File: src/rtl/irqPkg.sv
package irqPkg;
  localparam int CORE_SRC   = 5;
  localparam int PERIPH_SRC = 11;
  localparam int LINES      = CORE_SRC + 1;
  localparam int VEC_W      = $clog2(LINES);
  localparam int PVEC_W     = $clog2(PERIPH_SRC);

  // strobes from control to datapath
  typedef struct packed {
    logic [CORE_SRC-1:0] coreClr;
  } ctlStrobe_t;
endpackage

File: src/rtl/irqDatapath.sv
module irqDatapath
  import irqPkg::*;
(
  input  logic                  clk,
  input  logic                  rstN,
  input  logic [CORE_SRC-1:0]   coreReq,
  input  logic [CORE_SRC-1:0]   coreMask,
  input  logic [PERIPH_SRC-1:0] periphReq,
  input  logic [PERIPH_SRC-1:0] periphMask,
  input  logic                  periphClrWr,
  input  logic [PERIPH_SRC-1:0] periphClrData,
  input  ctlStrobe_t            strobe,
  output logic [LINES-1:0]      lineReq,
  output logic [PERIPH_SRC-1:0] periphPend,
  output logic [PERIPH_SRC-1:0] periphActive
);
  logic [CORE_SRC-1:0]   prevCore, corePend, coreRise;
  logic [PERIPH_SRC-1:0] prevPer, perRise, perClr;

  assign coreRise = coreReq & ~prevCore;
  assign perRise  = periphReq & ~prevPer;
  assign perClr   = periphClrWr ? periphClrData : '0;

  always_ff @(posedge clk) begin
    if (!rstN) begin
      prevCore   <= '0;
      prevPer    <= '0;
      corePend   <= '0;
      periphPend <= '0;
    end else begin
      prevCore   <= coreReq;
      prevPer    <= periphReq;
      corePend   <= (corePend & ~strobe.coreClr) | coreRise;
      periphPend <= (periphPend & ~perClr) | perRise;
    end
  end

  assign periphActive = periphPend & periphMask;
  assign lineReq      = {corePend & coreMask, |periphActive};

  genvar gi;
  generate
    for (gi = 0; gi < CORE_SRC; gi++) begin : gCoreChk
      assert_core_capture_R2: assert property (@(posedge clk) disable iff (!rstN)
        (coreReq[gi] && !prevCore[gi]) |=> corePend[gi]);
      assert_core_hold_R9: assert property (@(posedge clk) disable iff (!rstN)
        (corePend[gi] && !strobe.coreClr[gi]) |=> corePend[gi]);
    end
    for (gi = 0; gi < PERIPH_SRC; gi++) begin : gPerChk
      assert_per_capture_R3: assert property (@(posedge clk) disable iff (!rstN)
        (periphReq[gi] && !prevPer[gi]) |=> periphPend[gi]);
      assert_per_clear_R4: assert property (@(posedge clk) disable iff (!rstN)
        (periphClrWr && periphClrData[gi] && !(periphReq[gi] && !prevPer[gi])) |=> !periphPend[gi]);
      assert_per_sticky_R5: assert property (@(posedge clk) disable iff (!rstN)
        (periphPend[gi] && !(periphClrWr && periphClrData[gi])) |=> periphPend[gi]);
    end
  endgenerate
endmodule

File: src/rtl/irqControl.sv
module irqControl
  import irqPkg::*;
(
  input  logic                  clk,
  input  logic                  rstN,
  input  logic                  globalEn,
  input  logic                  ack,
  input  logic [LINES-1:0]      lineReq,
  input  logic [PERIPH_SRC-1:0] periphActive,
  output logic                  irqReq,
  output logic [VEC_W-1:0]      irqVec,
  output logic [PVEC_W-1:0]     periphVec,
  output ctlStrobe_t            strobe
);
  // lowest set index wins
  always_comb begin
    irqVec = '0;
    for (int i = LINES - 1; i >= 0; i--)
      if (lineReq[i]) irqVec = VEC_W'(i);
  end

  always_comb begin
    periphVec = '0;
    for (int i = PERIPH_SRC - 1; i >= 0; i--)
      if (periphActive[i]) periphVec = PVEC_W'(i);
  end

  assign irqReq = globalEn & (|lineReq);

  genvar gi;
  generate
    for (gi = 0; gi < CORE_SRC; gi++) begin : gClr
      assign strobe.coreClr[gi] = ack & irqReq & (irqVec == VEC_W'(gi + 1));
    end
  endgenerate

  assert_winner_active_R7: assert property (@(posedge clk) disable iff (!rstN)
    irqReq |-> lineReq[irqVec]);
  assert_no_higher_R7: assert property (@(posedge clk) disable iff (!rstN)
    irqReq |-> ((lineReq & ((LINES'(1) << irqVec) - LINES'(1))) == '0));
  assert_periph_winner_R7: assert property (@(posedge clk) disable iff (!rstN)
    (|periphActive) |-> periphActive[periphVec]);
  assert_gate_R8: assert property (@(posedge clk) disable iff (!rstN)
    !globalEn |-> !irqReq);
  assert_clr_single_R9: assert property (@(posedge clk) disable iff (!rstN)
    $onehot0(strobe.coreClr));
  assert_clr_needs_ack_R9: assert property (@(posedge clk) disable iff (!rstN)
    (|strobe.coreClr) |-> (ack && irqReq));
endmodule

File: src/rtl/irqController.sv
module irqController
  import irqPkg::*;
(
  input  logic                  clk,
  input  logic                  rstN,
  input  logic [CORE_SRC-1:0]   coreReq,
  input  logic [CORE_SRC-1:0]   coreMask,
  input  logic [PERIPH_SRC-1:0] periphReq,
  input  logic [PERIPH_SRC-1:0] periphMask,
  input  logic                  periphClrWr,
  input  logic [PERIPH_SRC-1:0] periphClrData,
  input  logic                  globalEn,
  input  logic                  ack,
  output logic                  irqReq,
  output logic [VEC_W-1:0]      irqVec,
  output logic [PERIPH_SRC-1:0] periphStatus,
  output logic [PVEC_W-1:0]     periphVec
);
  ctlStrobe_t              strobe;
  logic [LINES-1:0]        lineReq;
  logic [PERIPH_SRC-1:0]   periphActive;

  irqDatapath uDp (
    .clk(clk), .rstN(rstN),
    .coreReq(coreReq), .coreMask(coreMask),
    .periphReq(periphReq), .periphMask(periphMask),
    .periphClrWr(periphClrWr), .periphClrData(periphClrData),
    .strobe(strobe), .lineReq(lineReq),
    .periphPend(periphStatus), .periphActive(periphActive)
  );

  irqControl uCtl (
    .clk(clk), .rstN(rstN),
    .globalEn(globalEn), .ack(ack),
    .lineReq(lineReq), .periphActive(periphActive),
    .irqReq(irqReq), .irqVec(irqVec), .periphVec(periphVec),
    .strobe(strobe)
  );

  assert_reset_clear_R1: assert property (@(posedge clk)
    !rstN |=> (periphStatus == '0));
endmodule

File: config.mk
export PLATFORM = sky130hd
export DESIGN_NAME = irqController
export DESIGN_NICKNAME = d
export VERILOG_FILES = /design/src/rtl/irqPkg.sv /design/src/rtl/irqDatapath.sv /design/src/rtl/irqControl.sv /design/src/rtl/irqController.sv
export SDC_FILE = /design/constraint.sdc
export NUM_CORES = 1
export LEC_CHECK = 0
export BUFFER_PORTS_ARGS = -buffer_cell sky130_fd_sc_hd__buf_4
export CAP_MARGIN = 10
export CORE_ASPECT_RATIO = 0.6
export CORE_MARGIN = 5
export CORE_UTILIZATION = 41
export CTS_CLUSTER_DIAMETER = 120
export CTS_CLUSTER_SIZE = 10
export DETAILED_ROUTE_END_ITERATION = 8
export PLACE_DENSITY = 0.74
export SYNTH_ARGS = -nofsm -noshare
export SYNTH_HDL_FRONTEND = slang
export SYNTH_HIERARCHICAL = 1
export SYNTH_SLANG_ARGS = --single-unit
File: constraint.sdc
create_clock -name clk -period 2.4 [get_ports clk]
set_input_delay 0.48 -clock clk [delete_from_list [all_inputs] [get_ports clk]]
set_output_delay 0.48 -clock clk [all_outputs]
set_load 0.005 [all_outputs]
==> summary.md, run 1 <==
| Metric | Value |
|---|---|
| Crit path kind | `reg -> out` |
| I/O Buffers | `66` |
| Clock-pin slew on the worst setup and hold paths | `0.06 ns` |
| Starting Density | `43.4%` |
| Yosys cell types | `27` |
| GPL Wtd Cong | `0.784` |
| CTS Root Cell | `clkbuf_8` |
| Slew @ Worst Pin | `0.367 ns` |
| RSZ-0062 raised after global routing | `false` |
| Layout cell share with drive strength beyond 1 | `33.7%` |
| Die width | `86.5 um` |
| Core ar. | `3320 um2` |
| DPL Wire Length | `2850 um` |
| DR WL/cell | `12.4 um` |
| PD cells | `586 nW/um2` |
| Vert. Die Dim | `55.9 um` |
| Post-synthesis cell area | `1440 um2` |
| Largest stage delay, worst path | `0.37 ns` |
| Setup Fix Bufs, Post-CTS | `0` |
| 1st-pass router iterations | `4` |
| Vias in the first global route | `1355` |
| Iter 0 DRT Violations | `47` |
| Total Routing Usage GR | `15.8%` |
| Crit path capture type | `output port` |
| Overflow after GRT | `0` |
| Total nets after synthesis | `220` |
| Most frequent cells in the layout | `73 x buf_4, 35 x and2_1, 32 x dfxtp_1` |
| Die ar. | `4840 um2` |
| CTS buffer count | `5` |
| Maximum clock insertion buffer count | `2` |
| Synth top area cells | `dfxtp_1 44%, and2_1 15%, nor2b_1 11%, a21oi_1 4.2%, nand2_1 3.4%` |
| Via density | `4.67` |
| Synth Area per Inst | `8.38 um2` |
| Num ports | `67` |
| Max cap viols | `0` |
| Worst Path Arrival | `1.82 ns` |
| Nets | `296` |
| P&R area growth vs syn | `47.4%` |
| Clock latency on the worst-skew pair | `0.28 ns` |
| Synth top area share | `44.4%` |
| Rows | `16` |
| Fmax | `0.434 GHz` |
| CTS tree | `built` |
| Pwr Total | `1250 uW` |
| Worst-path cell chain | `and2_4 -> buf_4 -> inv_1 -> a221o_1 -> a221oi_1 -> buf_4` |
| Clock sinks | `32` |
| Largest net degree at the start of global routing | `33` |
| Critical path's slowest cell | `dfxtp_1` |
| Crit-path max FO | `4` |
| Routed Antenna Nets | `0` |
| Fin. Hold Viols | `0` |
| First-pass GRT wire length | `5950 um` |
| Most used cell, CP | `buf_4` |
| Sequential share of the synthesized area | `44.4%` |
| Max transition margin | `75.3%` |
| Static leakage | `0.000999 uW` |
| # setup viols final | `0` |
| H-Tree Depth | `2` |
| Ys Warns | `6` |
| DR vias | `1372` |
| Startpoint types | `flip-flop` |
| Clock Skew | `0.00314 ns` |
| Final setup TNS | `0 ns` |
| Synth Register Bits | `32` |
| Antenna Cells | `0` |
| DRC errors left | `0` |
| Min Tclk post-route | `2.30 ns` |
| Post-Route WL | `3640 um` |
| Most common cell after layout, fill and taps aside | `buf_4` |
| WP data required | `1.92 ns` |
| Initial antenna violation count | `0` |
| Area leader, netlist | `dfxtp_1` |
| Worst Hold Class | `in -> reg` |
| Final Cycle Share | `96.0%` |
| Slew Limit Fails | `0` |
| Gate count of the mapped netlist | `172` |
| Peak supply drop | `351 uV` |
| Status | `complete, no violations` |
## path summary, 6_finish.rpt
path	cells after the start	startpoint	slack [ns]	endpoint
worst max-delay path	6	uDp/periphPend[5]	0.1	periphVec[0]
worst min-delay path	2	periphReq[4]	0.41	uDp/prevPer[4]
worst max register to register	8	uDp/periphPend[3]	0.32	uDp/corePend[3]
worst min register to register	2	uDp/prevCore[4]	0.53	uDp/corePend[4]
## report_power, final
| part | leakage, uW | switching, uW | internal [uW] |
|---|---|---|---|
| Sequential | 0.000267 | 16.7 | 566 |
| Combinational | 0.000686 | 96.0 | 150 |
| Clock | 0.0000455 | 183 | 233 |
## layout make-up
class / instances / area [um2]
Fill cell: 323 / 1200
Multi-Input combinational cell: 124 / 744
Sequential cell: 32 / 641
Timing Repair Buffer: 73 / 548
Clock buffer: 8 / 90.1
Tap cell: 45 / 56.3
Inverter: 12 / 45.0
## routing by layer
layer | up-vias | GRT usage, % | share of wire, %
met5 | - | 0 | 0
met3 | 6 | 4.59 | 7.6
met2 | 48 | 22.0 | 39
met1 | 610 | 21.7 | 52
li1 | 708 | - | -
met4 | 0 | 8.00 | 2.2
## synthesized netlist by cell type
| master | number |
|---|---|
| o31ai_1 | 1 |
| and2_1 | 35 |
| o21ai_1 | 1 |
| nor4_2 | 2 |
| nand2b_1 | 3 |
| nor3b_1 | 1 |
| a221oi_1 | 1 |
| dfxtp_1 | 32 |
| and3b_1 | 1 |
| buf_2 | 1 |
| nor4_1 | 3 |
| nand2_1 | 13 |
| inv_1 | 12 |
| or3b_1 | 1 |
| nor3_1 | 2 |
| a21boi_0 | 1 |
| a21oi_1 | 12 |
| clkbuf_1 | 3 |
| nor2_1 | 10 |
| a211oi_1 | 1 |
| nand4_1 | 1 |
| o22ai_1 | 5 |
| o311a_1 | 1 |
| and2_4 | 2 |
| nor2b_1 | 25 |
| nor4b_1 | 1 |
| a221o_1 | 1 |
## cells by family after synthesis
family	count (synthesis)	synth area share, %
buffers and inverters	16	4.25
AO/OA/AOI/OAI	24	10.2
flip-flops	32	44.4
AND/OR/NAND/NOR	100	41.1
## through the flow
stage	hold slack, ns	area (um2)	setup WS, ns	std cells	util [%]
after floorplan	0.505	1440	0.0963	172	-
after global placement	0.512	2030	-0.0769	286	61.1
after detailed placement	0.523	2030	-0.0759	286	61.1
after CTS	0.397	2120	0.0150	294	63.8
after global routing	0.403	2120	0.00501	294	63.9
final	0.407	2120	0.0963	294	63.9
## flip-flops by register name, indices dropped and copies added, names as in the netlist
| register | count |
|---|---|
| uDp/prevPer | 11 |
| uDp/prevCore | 5 |
| uDp/periphPend | 11 |
| uDp/corePend | 5 |
## worst max-delay path: cells and delay by family, from the launching register on
family,cells,cell delay (ns)
buffers and inverters,3,0.34
DFF,1,0.37
and+or+nand+nor,1,0.17
AOI/OAI and AO/OA,2,0.68
## timing repair
item | CTS | global route
resized for setup | 0 | 1
hold buffers | 0 | 0
endpoints found under the setup margin | 0 | 6
(Power assumes the default switching activity.)
==> run 2: changes to the inputs <==
--- a/config.mk
+++ b/config.mk
@@ -5,15 +5,16 @@
 export SDC_FILE = /design/constraint.sdc
 export NUM_CORES = 1
 export LEC_CHECK = 0
+export ABC_AREA = 1
 export BUFFER_PORTS_ARGS = -buffer_cell sky130_fd_sc_hd__buf_4
 export CAP_MARGIN = 10
 export CORE_ASPECT_RATIO = 0.6
 export CORE_MARGIN = 5
-export CORE_UTILIZATION = 41
+export CORE_UTILIZATION = 42
 export CTS_CLUSTER_DIAMETER = 120
 export CTS_CLUSTER_SIZE = 10
 export DETAILED_ROUTE_END_ITERATION = 8
-export PLACE_DENSITY = 0.74
+export PLACE_DENSITY = 0.75
 export SYNTH_ARGS = -nofsm -noshare
 export SYNTH_HDL_FRONTEND = slang
 export SYNTH_HIERARCHICAL = 1
==> summary.md, run 2 <==
| Metric | Value |
|---|---|
| Num ports | `67 (unchanged)` |
| First-pass GRT wire length | `6180 um (+4.0%)` |
| Reg2reg end | `uDp/corePend[3]` |
| Total Routing Usage GR | `16.2% (+0.45 points)` |
| Max transition margin | `76.5% (+1.2 points)` |
| Top Registers | `uDp/periphPend: 11 flops, uDp/prevPer: 11 flops` |
| CTS Hold Buffers Added | `0 (unchanged)` |
| Fill cell count | `323 (unchanged)` |
| Clock latency on the worst-skew pair | `0.29 ns (about the same)` |
| Post-synthesis cell area | `1500 um2 (+3.9%)` |
| Slew Limit Fails | `0 (unchanged)` |
| I/O Buffers | `66 (unchanged)` |
| CTS Root Cell | `clkbuf_8` |
| Synth top area cells | `dfxtp_1 43%, nand2_1 15%, inv_1 12%, o21ai_2 8.8%, nand3_1 5.3%` |
| Final Cycle Share | `88.9% (-7.1 points)` |
| Hold Path Depth | `3 (+1)` |
| Static leakage | `0.00124 uW (+24%)` |
| Fin area | `2120 um2 (-0.12%)` |
| Peak supply drop | `402 uV (+15%)` |
| Multi-input combinational cell area | `638 um2 (-14%)` |
| FF-to-FF setup slack | `0.69 ns (+0.37 ns)` |
| Initial antenna violation count | `0 (unchanged)` |
| Largest net degree at the start of global routing | `33 (unchanged)` |
| Crit path kind | `reg -> out` |
| Total nets after synthesis | `256 (+16%)` |
| Finished Layout Cells | `323 (+9.9%)` |
| Critical path's slowest cell | `dfxtp_1` |
| Worst Hold Class | `in -> reg` |
| P&R area growth vs syn | `41.7%` |
| Clock sinks | `32 (unchanged)` |
| Area leader, netlist | `dfxtp_1` |
| Ys Warns | `6 (unchanged)` |
| DPL Wire Length | `3020 um (+5.9%)` |
| Fmax | `0.469 GHz (+8.0%)` |
| CTS tree | `built` |
| DR WL/cell | `12.0 um (-3.3%)` |
| Count leader, synth | `nand2_1` |
| Routed Antenna Nets | `0 (unchanged)` |
| Fin. Hold Viols | `0 (unchanged)` |
| Via density | `4.45 (-4.7%)` |
| Final setup TNS | `0 ns (unchanged)` |
| Clock Skew | `0.00319 ns (+0.0000535 ns)` |
| WP data required | `1.92 ns (about the same)` |
| Worst Path Arrival | `1.65 ns (-0.17 ns)` |
| Most common cell after layout, fill and taps aside | `buf_4` |
| Reg2reg start | `uDp/periphPend[5]` |
| Placed instance area | `2010 um2 (-0.74%)` |
| Synth Area per Inst | `7.20 um2 (-14%)` |
| CTS buffer count | `5 (unchanged)` |
| Fraction of registers with async set/reset | `0% (unchanged)` |
| Final Util | `63.5% (-0.46 points)` |
| Crit path capture type | `output port` |
| Yosys cell types | `22 (-19%)` |
| Synth Register Bits | `32 (unchanged)` |
| Clock-pin slew on the worst setup and hold paths | `0.07 ns (about the same)` |
| H-Tree Depth | `2 (unchanged)` |
| Register area | `641 um2 (unchanged)` |
| Pwr Total | `1370 uW (+9.7%)` |
| Die ar. | `4900 um2 (+1.2%)` |
| Sequential share of the synthesized area | `42.8% (-1.7 points)` |
| Rows | `16 (unchanged)` |
| Die width | `87.1 um (+0.63%)` |
| Core ar. | `3340 um2 (+0.60%)` |
| Max cap viols | `0 (unchanged)` |
| Vert. Die Dim | `56.3 um (+0.59%)` |
| DRC errors left | `0 (unchanged)` |
| Synth top area share | `42.8% (-1.7 points)` |
| # setup viols final | `0 (unchanged)` |
| Post-synth EDFFs | `0 (unchanged)` |
| Layout cell share with drive strength beyond 1 | `36.0% (+2.2 points)` |
| Ys flop type | `dfxtp_1` |
| DR vias | `1436 (+4.7%)` |
| Nets | `325 (+9.8%)` |
| Min Tclk post-route | `2.13 ns (-0.170 ns)` |
| Most used cell, CP | `nand2_1` |
| Post-Route WL | `3860 um (+6.3%)` |
| Top cells by count, synth | `60 x nand2_1, 47 x inv_1, 32 x dfxtp_1` |
| Gate count of the mapped netlist | `208 (+21%)` |
| Antenna Cells | `0 (unchanged)` |
| Post-CTS Resized | `0 (unchanged)` |
| Placed insts | `315 (+10%)` |
| Starting Density | `44.8% (+1.4 points)` |
| 1st-pass router iterations | `4 (unchanged)` |
| Iter 0 DRT Violations | `47 (unchanged)` |
| Vias in the first global route | `1356 (+0.074%)` |
| RSZ-0062 raised after global routing | `false` |
| Crit-path max FO | `3 (-1)` |
| Status | `complete, no violations` |
| Min-delay src | `coreReq[4]` |
| Reg2reg path depth | `9 (+1)` |
| Worst-path cell chain | `nand2_1 -> nand2_1 -> nor2_1 -> nand3_1 -> nor3_2 -> o21ai_1 -> inv_1 -> buf_4` |
| PD cells | `644 nW/um2 (+9.9%)` |
| Largest stage delay, worst path | `0.33 ns (-0.04 ns)` |
| GPL Wtd Cong | `0.757 (-3.4%)` |
| Overflow after GRT | `0 (unchanged)` |
| Setup Fix Bufs, Post-CTS | `0 (unchanged)` |
| Slew @ Worst Pin | `0.353 ns (-0.0144 ns)` |
| Startpoint types | `flip-flop` |
| Maximum clock insertion buffer count | `2 (unchanged)` |
| Worst hold endpoint | `uDp/prevCore[4]` |
| Most frequent cells in the layout | `66 x buf_4, 60 x nand2_1, 47 x inv_1` |
## run 2: layout make-up
| cell class | instances | area share, % |
|---|---|---|
| clock buffer | 6 | 3.42 |
| clock inverter | 2 | 1.65 |
| inverter | 49 | 8.67 |
| multi-input combinational | 123 | 30.1 |
| sequential | 32 | 30.2 |
| tap | 45 | 2.65 |
| timing repair buffer | 66 | 23.3 |
## run 2: kinds of logic after synthesis
| kind of cell | after synthesis | synth area share, % |
|---|---|---|
| buffers and inverters | 53 | 14.6 |
| flip-flops | 32 | 42.8 |
| AO/OA/AOI/OAI | 22 | 11.6 |
| AND/OR/NAND/NOR | 101 | 31.0 |
## run 2: worst max path at each step
| stage | end | cells after the start | slack, ns | start |
|---|---|---|---|---|
| finish | irqVec[2] | 8 | 0.27 | uDp/periphPend[5] |
| global route | irqVec[2] | 8 | 0.07 | uDp/periphPend[4] |
| CTS | irqVec[2] | 8 | 0.24 | uDp/periphPend[7] |
| detailed placement | irqVec[2] | 9 | 0.32 | periphMask[8] |
| global placement | irqVec[2] | 9 | 0.33 | periphMask[4] |
| floorplan | irqVec[2] | 7 | 0.66 | periphMask[8] |
## run 2: worst max-delay path, delay by kind of cell (launching register included)
kind | cells | cell delay, ns
compound gates | 1 | 0.14
buf+inv | 2 | 0.22
flops | 1 | 0.33
simple gates | 5 | 0.68
## run 2: power breakdown
group	leakage, uW	internal [uW]	switching [uW]	total, uW
clock	0.0000552	308	204	512
sequential	0.000267	571	24.4	595
combinational	0.000916	136	124	259
## run 2: per-layer routing
metal,vias to the layer above,wire length [um],global-route usage [%]
met4,0,42,6.56
met5,-,0,0
met1,627,1910,23.0
met2,40,1630,22.5
met3,4,285,4.97
li1,765,-,-
## run 2: metrics by stage
| stage | hold WS [ns] | setup WS (ns) |
|---|---|---|
| 2_1_floorplan | 0.399 | 0.662 |
| 3_3_place_gp | 0.402 | 0.334 |
| 3_5_place_dp | 0.409 | 0.316 |
| 4_1_cts | 0.387 | 0.244 |
| 5_1_grt | 0.401 | 0.0654 |
| 6_report | 0.400 | 0.266 |
==> run 3: changes to the inputs <==
--- a/config.mk
+++ b/config.mk
@@ -10,12 +10,11 @@
 export CAP_MARGIN = 10
 export CORE_ASPECT_RATIO = 0.6
 export CORE_MARGIN = 5
-export CORE_UTILIZATION = 42
+export CORE_UTILIZATION = 41
 export CTS_CLUSTER_DIAMETER = 120
 export CTS_CLUSTER_SIZE = 10
 export DETAILED_ROUTE_END_ITERATION = 8
 export PLACE_DENSITY = 0.75
 export SYNTH_ARGS = -nofsm -noshare
 export SYNTH_HDL_FRONTEND = slang
-export SYNTH_HIERARCHICAL = 1
 export SYNTH_SLANG_ARGS = --single-unit
==> summary.md, run 3 <==
| Metric | Value |
|---|---|
| Synth Register Bits | `32 (unchanged)` |
| Maximum clock insertion buffer count | `2 (unchanged)` |
| Post-CTS Resized | `0 (unchanged)` |
| Routed Antenna Nets | `0 (unchanged)` |
| Layout cell share with drive strength beyond 1 | `35.2% (-0.74 points)` |
| DR vias | `1335 (-7.0%)` |
| Total Routing Usage GR | `15.4% (-0.83 points)` |
| Total nets after synthesis | `242 (-5.5%)` |
| Clock-pin slew on the worst setup and hold paths | `0.07 ns (about the same)` |
| Ys flop type | `dfxtp_1` |
| Crit path kind | `reg -> out` |
| WP data required | `1.92 ns (about the same)` |
| Top Registers | `uDp.periphPend: 11 flops, uDp.prevPer: 11 flops` |
| Compound-cell area share of the yosys netlist | `9.29% (-2.3 points)` |
| CTS tree | `built` |
| Rows | `16 (unchanged)` |
| GPL Wtd Cong | `0.752 (-0.63%)` |
| Clock sinks | `32 (unchanged)` |
| CTS Hold Buffers Added | `0 (unchanged)` |
| Num ports | `67 (unchanged)` |
| Clock Skew | `0.00746 ns (+0.00427 ns)` |
| I/O Buffers | `66 (unchanged)` |
| H-Tree Depth | `2 (unchanged)` |
| Post-synthesis simple-gate area fraction | `36.7% (+5.7 points)` |
| Synth top area cells | `dfxtp_1 46%, nand2_1 18%, inv_1 6.4%, nand3_1 5.7%, o21ai_0 3.9%` |
| Slew @ Worst Pin | `0.324 ns (-0.0287 ns)` |
| Final Util | `62.0% (-1.5 points)` |
| Status | `complete, no violations` |
| PD cells | `621 nW/um2 (-3.5%)` |
| Antenna Cells | `0 (unchanged)` |
| Worst Hold Class | `in -> reg` |
| Largest stage delay, worst path | `0.34 ns (about the same)` |
| Die width | `85.4 um (-1.9%)` |
| Iter 0 DRT Violations | `50 (+6.4%)` |
| Final setup TNS | `0 ns (unchanged)` |
| # setup viols final | `0 (unchanged)` |
| Min Tclk post-route | `1.90 ns (-0.237 ns)` |
| Synth top area share | `45.8% (+3.0 points)` |
| Final Cycle Share | `79.0% (-9.9 points)` |
| Peak supply drop | `374 uV (-7.1%)` |
| Largest family of logic cells by synthesized area | `simple AND/OR/NAND/NOR gates` |
| 1st-pass router iterations | `4 (unchanged)` |
| Post-synth EDFFs | `0 (unchanged)` |
| Starting Density | `42.9% (-1.9 points)` |
| Worst Path Arrival | `1.42 ns (-0.23 ns)` |
| DRC errors left | `0 (unchanged)` |
| Initial antenna violation count | `0 (unchanged)` |
| Gate count of the mapped netlist | `194 (-6.7%)` |
| Multiplexer share of the synthesized area | `0% (unchanged)` |
| DR WL/cell | `10.9 um (-8.7%)` |
| First-pass GRT wire length | `5780 um (-6.6%)` |
| Fraction of registers with async set/reset | `0% (unchanged)` |
| Crit path capture type | `output port` |
| Yosys cell types | `23 (+4.5%)` |
| Crit-path max FO | `6 (+3)` |
| Overflow after GRT | `0 (unchanged)` |
| Critical path's slowest cell | `dfxtp_1` |
| RSZ-0062 raised after global routing | `false` |
| Max transition margin | `78.4% (+1.9 points)` |
| Die ar. | `4720 um2 (-3.6%)` |
| Count leader, synth | `nand2_1` |
| Post-Route WL | `3380 um (-13%)` |
| Adder-cell share of the synthesized area | `0% (unchanged)` |
| Setup Fix Bufs, Post-CTS | `0 (unchanged)` |
| Placed instance area | `1930 um2 (-4.0%)` |
| Via density | `4.32 (-2.8%)` |
| Sequential share of the synthesized area | `45.8% (+3.0 points)` |
| Static leakage | `0.00113 uW (-8.6%)` |
| XOR/XNOR Fraction of Synth Area | `0% (unchanged)` |
| Fin. Hold Viols | `0 (unchanged)` |
| Most frequent cells in the layout | `66 x nand2_1, 66 x buf_4, 32 x dfxtp_1` |
| Startpoint types | `flip-flop` |
| Clock latency on the worst-skew pair | `0.28 ns (about the same)` |
| Nets | `311 (-4.3%)` |
| Setup WS post-layout | `0.504 ns (+0.237 ns)` |
| Top cells by count, synth | `66 x nand2_1, 32 x dfxtp_1, 24 x inv_1` |
| Largest net degree at the start of global routing | `33 (unchanged)` |
| Worst-path cell chain | `nand2_1 -> nand2_2 -> nor2_4 -> nand2_4 -> nor2_8 -> inv_1 -> nor2_1 -> buf_4` |
| Fill cell count | `320 (-0.93%)` |
| CTS buffer count | `5 (unchanged)` |
| Fmax | `0.527 GHz (+13%)` |
| Reg2reg path depth | `9 (unchanged)` |
| DPL Wire Length | `2690 um (-11%)` |
| Fin area | `2020 um2 (-4.7%)` |
| Vert. Die Dim | `55.3 um (-1.8%)` |
| Core ar. | `3260 um2 (-2.4%)` |
| Synth Area per Inst | `7.22 um2 (+0.23%)` |
| Hold Path Depth | `3 (unchanged)` |
| Post-synthesis cell area | `1400 um2 (-6.5%)` |
| Slew Limit Fails | `0 (unchanged)` |
| Post-Place Worst Slack | `0.554 ns (+0.237 ns)` |
| Vias in the first global route | `1268 (-6.5%)` |
| P&R area growth vs syn | `44.4%` |
| Ys Warns | `0 (-6)` |
| Max cap viols | `0 (unchanged)` |
| Area leader, netlist | `dfxtp_1` |
| CTS Root Cell | `clkbuf_8` |
-- run 3: cell types whose count changed after synthesis, sizes merged, moves of 5 or more --
cell	previous run	this run
inv	49	26
nand2	63	74
nand3b	5	0
nor2	8	16
nor3	7	1
o21ai	18	11
o21bai	0	5
-- run 3: cell type report --
type / count / area (um2) / area share, %
multi-input cells: 132 / 644 / 31.9
clock inverters: 3 / 18.8 / 0.928
inverters: 26 / 97.6 / 4.83
well taps: 45 / 56.3 / 2.78
flip-flops and latches: 32 / 641 / 31.7
repair buffers: 66 / 495 / 24.5
clock buffers: 5 / 68.8 / 3.40
-- run 3: cells by family (layout without fill, tap and decap cells) --
family                 count (synthesis)  count (layout)
AND/OR/NAND/NOR                      112             112
buffers and inverters                 30             100
flip-flops                            32              32
AO/OA/AOI/OAI                         20              20
-- run 3: worst max-delay path, delay by kind of cell, from the launching register on --
kind	cells	cell delay, ns
buffers and inverters	2	0.19
and+or+nand+nor	6	0.61
DFF	1	0.34
-- run 3: routing by layer --
| layer | track usage, % | vias to the layer above | wire length, um |
|---|---|---|---|
| li1 | - | 739 | - |
| met2 | 19.6 | 56 | 1210 |
| met4 | 5.42 | 0 | 40 |
| met3 | 8.17 | 5 | 413 |
| met1 | 21.5 | 535 | 1710 |
| met5 | 0 | - | 0 |
-- run 3: metrics by stage --
stage | power (uW) | hold slack (ns) | instances
2_1_floorplan | 739 | 0.399 | 194
3_3_place_gp | 870 | 0.402 | 301
3_5_place_dp | 874 | 0.405 | 301
4_1_cts | 1280 | 0.381 | 309
5_1_grt | 1340 | 0.391 | 309
6_report | 1260 | 0.388 | 309
-- run 3: final timing paths --
kind                            slack, ns                end         startpoint
worst max register to register       1.08    uDp.corePend[3]  uDp.periphPend[0]
worst min register to register       0.41  uDp.periphPend[5]     uDp.prevPer[5]
worst max-delay path                 0.50          irqVec[2]  uDp.periphPend[0]
worst min-delay path                 0.39    uDp.prevCore[4]         coreReq[4]
-- run 3: where the power goes --
part / total (uW) / leakage [uW] / internal, uW / switching [uW]
combinational: 268 / 0.000817 / 138 / 130
clock: 397 / 0.0000479 / 202 / 196
sequential: 591 / 0.000267 / 571 / 20.5
